File: src/rtl/slru_pkg.sv
package slru_pkg;

    // operation applied to the set in one cycle
    typedef enum logic [1:0] {
        OP_IDLE = 2'd0,
        OP_HIT  = 2'd1,
        OP_FILL = 2'd2
    } slru_op_e;

endpackage

File: src/rtl/slru_way_next.sv
// Next-state logic for one way: validity, segment and rank inside its segment.
// Rank 0 is the most recently used position of the segment.
module slru_way_next
    import slru_pkg::*;
#(
    parameter int NUM_WAYS = 4,
    parameter int PROT_MAX = 2,
    parameter int WAY_IDX  = 0,
    localparam int WAY_W   = $clog2(NUM_WAYS)
) (
    input  slru_op_e             op_i,
    input  logic [WAY_W-1:0]     tgt_way_i,
    input  logic                 tgt_valid_i,
    input  logic                 tgt_prot_i,
    input  logic [WAY_W-1:0]     tgt_rank_i,
    input  logic                 demote_i,
    input  logic                 cur_valid_i,
    input  logic                 cur_prot_i,
    input  logic [WAY_W-1:0]     cur_rank_i,
    output logic                 nxt_valid_o,
    output logic                 nxt_prot_o,
    output logic [WAY_W-1:0]     nxt_rank_o
);

    localparam logic [WAY_W-1:0] PROT_LAST = WAY_W'(PROT_MAX - 1);
    localparam logic [WAY_W-1:0] SELF      = WAY_W'(WAY_IDX);

    logic is_self;
    logic ahead_of_tgt;
    logic behind_tgt;

    always_comb begin
        is_self      = (tgt_way_i == SELF);
        ahead_of_tgt = (cur_rank_i < tgt_rank_i);
        behind_tgt   = (cur_rank_i > tgt_rank_i);
    end

    always_comb begin
        nxt_valid_o = cur_valid_i;
        nxt_prot_o  = cur_prot_i;
        nxt_rank_o  = cur_rank_i;
        unique case (op_i)
            OP_HIT: begin
                if (is_self) begin
                    nxt_valid_o = 1'b1;
                    nxt_prot_o  = 1'b1;
                    nxt_rank_o  = '0;
                end else if (cur_valid_i) begin
                    if (tgt_prot_i) begin
                        // reorder within the protected segment only
                        if (cur_prot_i && ahead_of_tgt) begin
                            nxt_rank_o = cur_rank_i + 1'b1;
                        end
                    end else if (cur_prot_i) begin
                        if (demote_i && cur_rank_i == PROT_LAST) begin
                            nxt_prot_o = 1'b0;
                            nxt_rank_o = '0;
                        end else begin
                            nxt_rank_o = cur_rank_i + 1'b1;
                        end
                    end else begin
                        // probationary line, target leaves this segment
                        if (demote_i) begin
                            if (ahead_of_tgt) begin
                                nxt_rank_o = cur_rank_i + 1'b1;
                            end
                        end else if (behind_tgt) begin
                            nxt_rank_o = cur_rank_i - 1'b1;
                        end
                    end
                end
            end
            OP_FILL: begin
                if (is_self) begin
                    nxt_valid_o = 1'b1;
                    nxt_prot_o  = 1'b0;
                    nxt_rank_o  = '0;
                end else if (cur_valid_i) begin
                    if (!tgt_valid_i) begin
                        if (!cur_prot_i) begin
                            nxt_rank_o = cur_rank_i + 1'b1;
                        end
                    end else if (tgt_prot_i) begin
                        if (!cur_prot_i) begin
                            nxt_rank_o = cur_rank_i + 1'b1;
                        end else if (behind_tgt) begin
                            nxt_rank_o = cur_rank_i - 1'b1;
                        end
                    end else begin
                        if (!cur_prot_i && ahead_of_tgt) begin
                            nxt_rank_o = cur_rank_i + 1'b1;
                        end
                    end
                end
            end
            default: begin
            end
        endcase
    end

endmodule

File: src/rtl/slru_victim_sel.sv
// Chooses the way to replace: lowest invalid way, else probationary LRU.
module slru_victim_sel #(
    parameter int NUM_WAYS = 4,
    localparam int WAY_W   = $clog2(NUM_WAYS),
    localparam int CNT_W   = $clog2(NUM_WAYS + 1)
) (
    input  logic                           clk_i,
    input  logic                           rst_i,
    input  logic [NUM_WAYS-1:0]            valid_i,
    input  logic [NUM_WAYS-1:0]            prot_i,
    input  logic [NUM_WAYS-1:0][WAY_W-1:0] rank_i,
    input  logic [CNT_W-1:0]               prob_cnt_i,
    output logic [WAY_W-1:0]               victim_o
);

    logic             any_invalid;
    logic [CNT_W-1:0] lru_pos;

    always_comb begin
        any_invalid = ~&valid_i;
        lru_pos     = prob_cnt_i - 1'b1;
        victim_o    = '0;
        if (any_invalid) begin
            for (int i = NUM_WAYS - 1; i >= 0; i--) begin
                if (!valid_i[i]) begin
                    victim_o = WAY_W'(i);
                end
            end
        end else begin
            for (int i = 0; i < NUM_WAYS; i++) begin
                if (!prot_i[i] && CNT_W'(rank_i[i]) == lru_pos) begin
                    victim_o = WAY_W'(i);
                end
            end
        end
    end

    assert_victim_invalid_R2: assert property (@(posedge clk_i) disable iff (rst_i)
        (~&valid_i) |-> !valid_i[victim_o]);

    assert_victim_prob_R6: assert property (@(posedge clk_i) disable iff (rst_i)
        (&valid_i) |-> !prot_i[victim_o]);

endmodule

File: src/rtl/slru_set_repl.sv
// Segmented LRU replacement state for one cache set.
module slru_set_repl
    import slru_pkg::*;
#(
    parameter int NUM_WAYS = 4,
    parameter int PROT_MAX = 2,
    localparam int WAY_W   = $clog2(NUM_WAYS),
    localparam int CNT_W   = $clog2(NUM_WAYS + 1)
) (
    input  logic                clk_i,
    input  logic                rst_i,
    input  logic                acc_vld_i,
    input  logic                acc_hit_i,
    input  logic [WAY_W-1:0]    acc_way_i,
    input  logic                fill_vld_i,
    input  logic [WAY_W-1:0]    fill_way_i,
    output logic [WAY_W-1:0]    victim_way_o,
    output logic [NUM_WAYS-1:0] way_valid_o,
    output logic [NUM_WAYS-1:0] way_prot_o
);

    typedef struct packed {
        logic [NUM_WAYS-1:0]            valid;
        logic [NUM_WAYS-1:0]            prot;
        logic [NUM_WAYS-1:0][WAY_W-1:0] rank;
    } set_state_t;

    set_state_t state_d, state_q;

    slru_op_e         op;
    logic [WAY_W-1:0] tgt_way;
    logic             hit_req;
    logic [CNT_W-1:0] prot_cnt, prob_cnt;
    logic             demote;

    logic [NUM_WAYS-1:0]            nxt_valid;
    logic [NUM_WAYS-1:0]            nxt_prot;
    logic [NUM_WAYS-1:0][WAY_W-1:0] nxt_rank;

    // segment occupancy
    always_comb begin
        prot_cnt = '0;
        prob_cnt = '0;
        for (int i = 0; i < NUM_WAYS; i++) begin
            if (state_q.valid[i]) begin
                if (state_q.prot[i]) prot_cnt = prot_cnt + 1'b1;
                else                 prob_cnt = prob_cnt + 1'b1;
            end
        end
    end

    // operation decode: a hit strobe outranks a fill
    always_comb begin
        hit_req = acc_vld_i && acc_hit_i;
        op      = OP_IDLE;
        tgt_way = fill_way_i;
        if (hit_req) begin
            tgt_way = acc_way_i;
            if (state_q.valid[acc_way_i]) op = OP_HIT;
        end else if (fill_vld_i) begin
            op = OP_FILL;
        end
        demote = (op == OP_HIT) && !state_q.prot[tgt_way]
                 && (prot_cnt == CNT_W'(PROT_MAX));
    end

    for (genvar g = 0; g < NUM_WAYS; g++) begin : g_way
        slru_way_next #(
            .NUM_WAYS (NUM_WAYS),
            .PROT_MAX (PROT_MAX),
            .WAY_IDX  (g)
        ) u_way (
            .op_i        (op),
            .tgt_way_i   (tgt_way),
            .tgt_valid_i (state_q.valid[tgt_way]),
            .tgt_prot_i  (state_q.prot[tgt_way]),
            .tgt_rank_i  (state_q.rank[tgt_way]),
            .demote_i    (demote),
            .cur_valid_i (state_q.valid[g]),
            .cur_prot_i  (state_q.prot[g]),
            .cur_rank_i  (state_q.rank[g]),
            .nxt_valid_o (nxt_valid[g]),
            .nxt_prot_o  (nxt_prot[g]),
            .nxt_rank_o  (nxt_rank[g])
        );
    end

    always_comb begin
        state_d.valid = nxt_valid;
        state_d.prot  = nxt_prot;
        state_d.rank  = nxt_rank;
    end

    always_ff @(posedge clk_i) begin
        if (rst_i) state_q <= '0;
        else       state_q <= state_d;
    end

    slru_victim_sel #(
        .NUM_WAYS (NUM_WAYS)
    ) u_victim (
        .clk_i      (clk_i),
        .rst_i      (rst_i),
        .valid_i    (state_q.valid),
        .prot_i     (state_q.prot),
        .rank_i     (state_q.rank),
        .prob_cnt_i (prob_cnt),
        .victim_o   (victim_way_o)
    );

    always_comb begin
        way_valid_o = state_q.valid;
        way_prot_o  = state_q.prot & state_q.valid;
    end

    assert_prot_bound_R10: assert property (@(posedge clk_i) disable iff (rst_i)
        $countones(way_prot_o) <= PROT_MAX);

    assert_promote_R4: assert property (@(posedge clk_i) disable iff (rst_i)
        (acc_vld_i && acc_hit_i && way_valid_o[acc_way_i])
        |=> way_prot_o[$past(acc_way_i)]);

    assert_fill_prob_R3: assert property (@(posedge clk_i) disable iff (rst_i)
        (fill_vld_i && !(acc_vld_i && acc_hit_i))
        |=> (way_valid_o[$past(fill_way_i)] && !way_prot_o[$past(fill_way_i)]));

    assert_fill_yields_R9: assert property (@(posedge clk_i) disable iff (rst_i)
        (acc_vld_i && acc_hit_i && fill_vld_i && fill_way_i != acc_way_i
         && !way_valid_o[fill_way_i])
        |=> !way_valid_o[$past(fill_way_i)]);

    assert_miss_quiet_R8: assert property (@(posedge clk_i) disable iff (rst_i)
        (acc_vld_i && !acc_hit_i && !fill_vld_i)
        |=> ($stable(way_valid_o) && $stable(way_prot_o) && $stable(victim_way_o)));

endmodule

File: config.mk
export PLATFORM = sky130hd
export DESIGN_NAME = slru_set_repl
export DESIGN_NICKNAME = d
export VERILOG_FILES = /design/src/rtl/slru_pkg.sv /design/src/rtl/slru_way_next.sv /design/src/rtl/slru_victim_sel.sv /design/src/rtl/slru_set_repl.sv
export SDC_FILE = /design/constraint.sdc
export NUM_CORES = 1
export LEC_CHECK = 0
export ABC_AREA = 1
export BUFFER_PORTS_ARGS = -buffer_cell sky130_fd_sc_hd__buf_2
export CORE_MARGIN = 2
export CORE_UTILIZATION = 60
export CTS_BUF_LIST = sky130_fd_sc_hd__clkbuf_16
export DETAILED_ROUTE_END_ITERATION = 10
export PLACE_DENSITY = 0.8
export SLEW_MARGIN = 15
export SYNTH_ARGS = -nofsm -noshare
export SYNTH_HDL_FRONTEND = slang
export SYNTH_SLANG_ARGS = --single-unit
File: constraint.sdc
create_clock -name clk_i -period 3.95 [get_ports clk_i]
set_input_delay 0.395 -clock clk_i [delete_from_list [all_inputs] [get_ports clk_i]]
set_output_delay 0.395 -clock clk_i [all_outputs]
set_load 0.02 [all_outputs]
==> flow_metrics.py <==
metrics = {
    "worst_setup_path": {
        "cp-end-kind": "primary output",
        "worstPathMaxFanout": 10,
        "cp-start-kind": "register",
        "r2r-start": "way_valid_o[1]",
        "crit_start": "state_q[9]",
        "r2r_slack_ns": 0.91,
        "reg2reg_to": "state_q[4]",
        "cp_data_arrival_time_ns": 3.23,
        "r2r_cells": 20,
        "critPathKind": "register to primary output",
        "cp.required_ns": 3.56,
    },
    "sta": {
        "worst_slack_ns": 0.328,
        "tns_ns": 0,
        "fin_hold_ws_ns": 0.447,
        "fin_worst_skew_ns": 0.00176,
        "grt_setup_unrepaired": "no",
        "report.final.slew_viol_count": 0,
        "slew_headroom_pct": 50.5,
        "finalHoldViolCount": 0,
        "clock.fmax_mhz": 276,
        "worstMarginPinSlew_ns": 0.743,
        "finalSetupViolCount": 0,
        "final.period_utilization_pct": 91.7,
        "fin_crit_ns": 3.62,
    },
    "place": {
        "place_area_um2": 2610,
        "port_buffers": 18,
        "dp_hpwl_um": 5570,
        "gp_congestion": 1.03,
        "post-place-ws_ns": 0.403,
    },
    "floorplan": {
        "dieArea_um2": 4740,
        "die_w_um": 68.9,
        "core_area_um2": 4030,
        "pin_count": 19,
        "fp-row-count": 23,
        "fp.dieH_um": 68.9,
        "initial_core_util_pct": 62.6,
    },
    "synth": {
        "syn-cell-area_um2": 2520,
        "synthCells": 455,
        "netlist_top_cells_area": "nand2_1 21%, dfxtp_1 13%, ha_1 9.9%",
        "netlist.area_leader.share_pct": 21.1,
        "syn_nets": 484,
        "synthArstFlopShare_pct": 0,
        "yosys_warnings": 0,
        "synth-edff-count": 0,
        "ys_seq_area_share_pct": 12.7,
        "yosysTopAreaCell": "nand2_1",
        "ys_seq_elements": 16,
        "synth_ff_type": "dfxtp_1",
        "syn_area_per_cell_um2": 5.55,
        "synth.distinct_cells": 41,
    },
    "detailed_routing": {
        "detail-route-antenna-nets": 0,
        "first_pass_iters": 5,
        "drc": 0,
        "num_vias": 3013,
        "finalWirelength_um": 7240,
        "wl_per_cell_um": 14.1,
        "via_per_inst": 5.85,
        "drtIter0Drc": 259,
    },
    "global_route": {
        "grt_pass1_wl_um": 11400,
        "grt.total_usage_pct": 32.9,
        "grt_max_degree": 16,
        "antenna_found_initial": 0,
        "grt_overflow": 0,
        "grt_pass1_vias": 2536,
    },
    "final_layout": {
        "drive_gt1_share_pct": 10.3,
        "final_cell_mix": "142 x nand2_1, 59 x inv_1, 46 x nor2_1, 43 x nand3_1, 30 x a21oi_1",
        "nets": 495,
        "area_delta_synth_final_pct": 6.64,
        "postLayoutCellArea_um2": 2690,
        "final_common_cell": "nand2_1",
        "n_antenna_cell": 0,
    },
    "min_path": {
        "min_from": "rst_i",
        "min_path_type": "primary input to register",
        "hold-path-endpoint": "state_q[8]",
        "holdPathStages": 2,
    },
    "clocking": {
        "clkSlewWorstSetupHoldPaths_ns": 0.06,
        "cts-htree-levels": 1,
        "cts_tree": "done",
        "cts_buffers": 3,
        "post_cts_buffers": 0,
        "clock_tree.buffer_depth": 2,
        "cts.sinks": 16,
        "hold_buffers": 0,
        "cts_root_buf": "clkbuf_16",
        "clk_latency_ns": 0.25,
    },
    "pwr": {
        "p_per_area_nw_per_um2": 359,
        "ir_drop_uv": 215,
        "power_leakage_nw": 1.44,
        "total_power_w": 0.000966,
    },
    "flow_run": {
        "drv_cap": 0,
    },
    "outcome": {
        "status": "complete, no violations",
    },
}
state kept, by name, summed over array words and instances, names as in the netlist:
name,count
state_q,12
way_valid_o,4
layout make-up:
cell class / count / area [µm²]
Inverter: 62 / 233
Clock buffer: 3 / 75.1
Multi-Input combinational cell: 363 / 1890
Timing Repair Buffer: 20 / 105
Clock inverter: 1 / 3.75
Sequential cell: 16 / 325
Tap cell: 50 / 62.6
Fill cell: 413 / 1340
where the power goes:
group | total [W] | leakage, nW | switching, W | internal, W
Sequential | 0.000209 | 0.132 | 0.0000298 | 0.000180
Combinational | 0.000540 | 1.27 | 0.000350 | 0.000190
Clock | 0.000216 | 0.0385 | 0.0000810 | 0.000135
stage by stage:
step                      cells  utilization (%)
after CTS                   515             66.7
after detailed placement    511             64.7
final                       515             66.8
after global placement      511             64.7
after global routing        515             66.8
after floorplan             455                -
critical path: stages, from the launching register on:
cell and delay (ns):
dfxtp_4 0.41, inv_1 0.10, ha_1 0.30, nand2_1 0.08, nand2_2 0.08, ha_1 0.29, nand2_1 0.07, o21ai_0 0.10
ha_1 0.28, mux2i_1 0.15, ha_1 0.30, xnor2_1 0.15, nor3_1 0.17, nand3_1 0.11, nand3_1 0.09, nand2_1 0.05
nand2_1 0.05, nand2_1 0.04, buf_2 0.15
logic make-up after synthesis:
group | synth area share [%]
AO/OA/AOI/OAI | 16.2
adder cells (fa/ha/maj) | 9.92
XOR/XNOR | 4.46
flip-flops | 12.7
multiplexers | 0.397
AND/OR/NAND/NOR | 43.8
buffers and inverters | 12.5
what timing repair did:
item                       4_1_cts  5_1_grt
setup endpoints to repair        0        2
hold endpoints to repair         0        0
resized for setup                0        3
how the worst max path moves through the flow:
stage | to | slack [ns]
2_1_floorplan | victim_way_o[1] | 0.65
3_3_place_gp | victim_way_o[0] | 0.54
3_5_place_dp | victim_way_o[0] | 0.40
4_1_cts | victim_way_o[0] | 0.13
5_1_grt | victim_way_o[0] | 0.05
6_report | victim_way_o[0] | 0.33
metal layers:
metal	track usage, %	vias up	wire [µm]
li1	-	1476	-
met1	42.8	1351	3100
met2	55.0	174	3320
met3	4.71	12	725
met4	12.0	0	93
met5	0	-	0
cell usage after synthesis (2+ instances only):
library cell and number:
nand2_1 142, inv_1 59, nor2_1 46, nand3_1 43, a21oi_1 30, o21ai_0 23, ha_1 20, dfxtp_1 16
nand2_2 7, nor2_2 7, xor2_1 7, buf_4 5, nor3_1 4, o21bai_1 4, xnor2_1 4, buf_2 3
clkbuf_1 3, nand4_1 3, a21boi_0 2, a31oi_1 2, inv_2 2, nand3_2 2, nand3b_1 2, o211ai_1 2
Power figures use the tool's default switching activity.
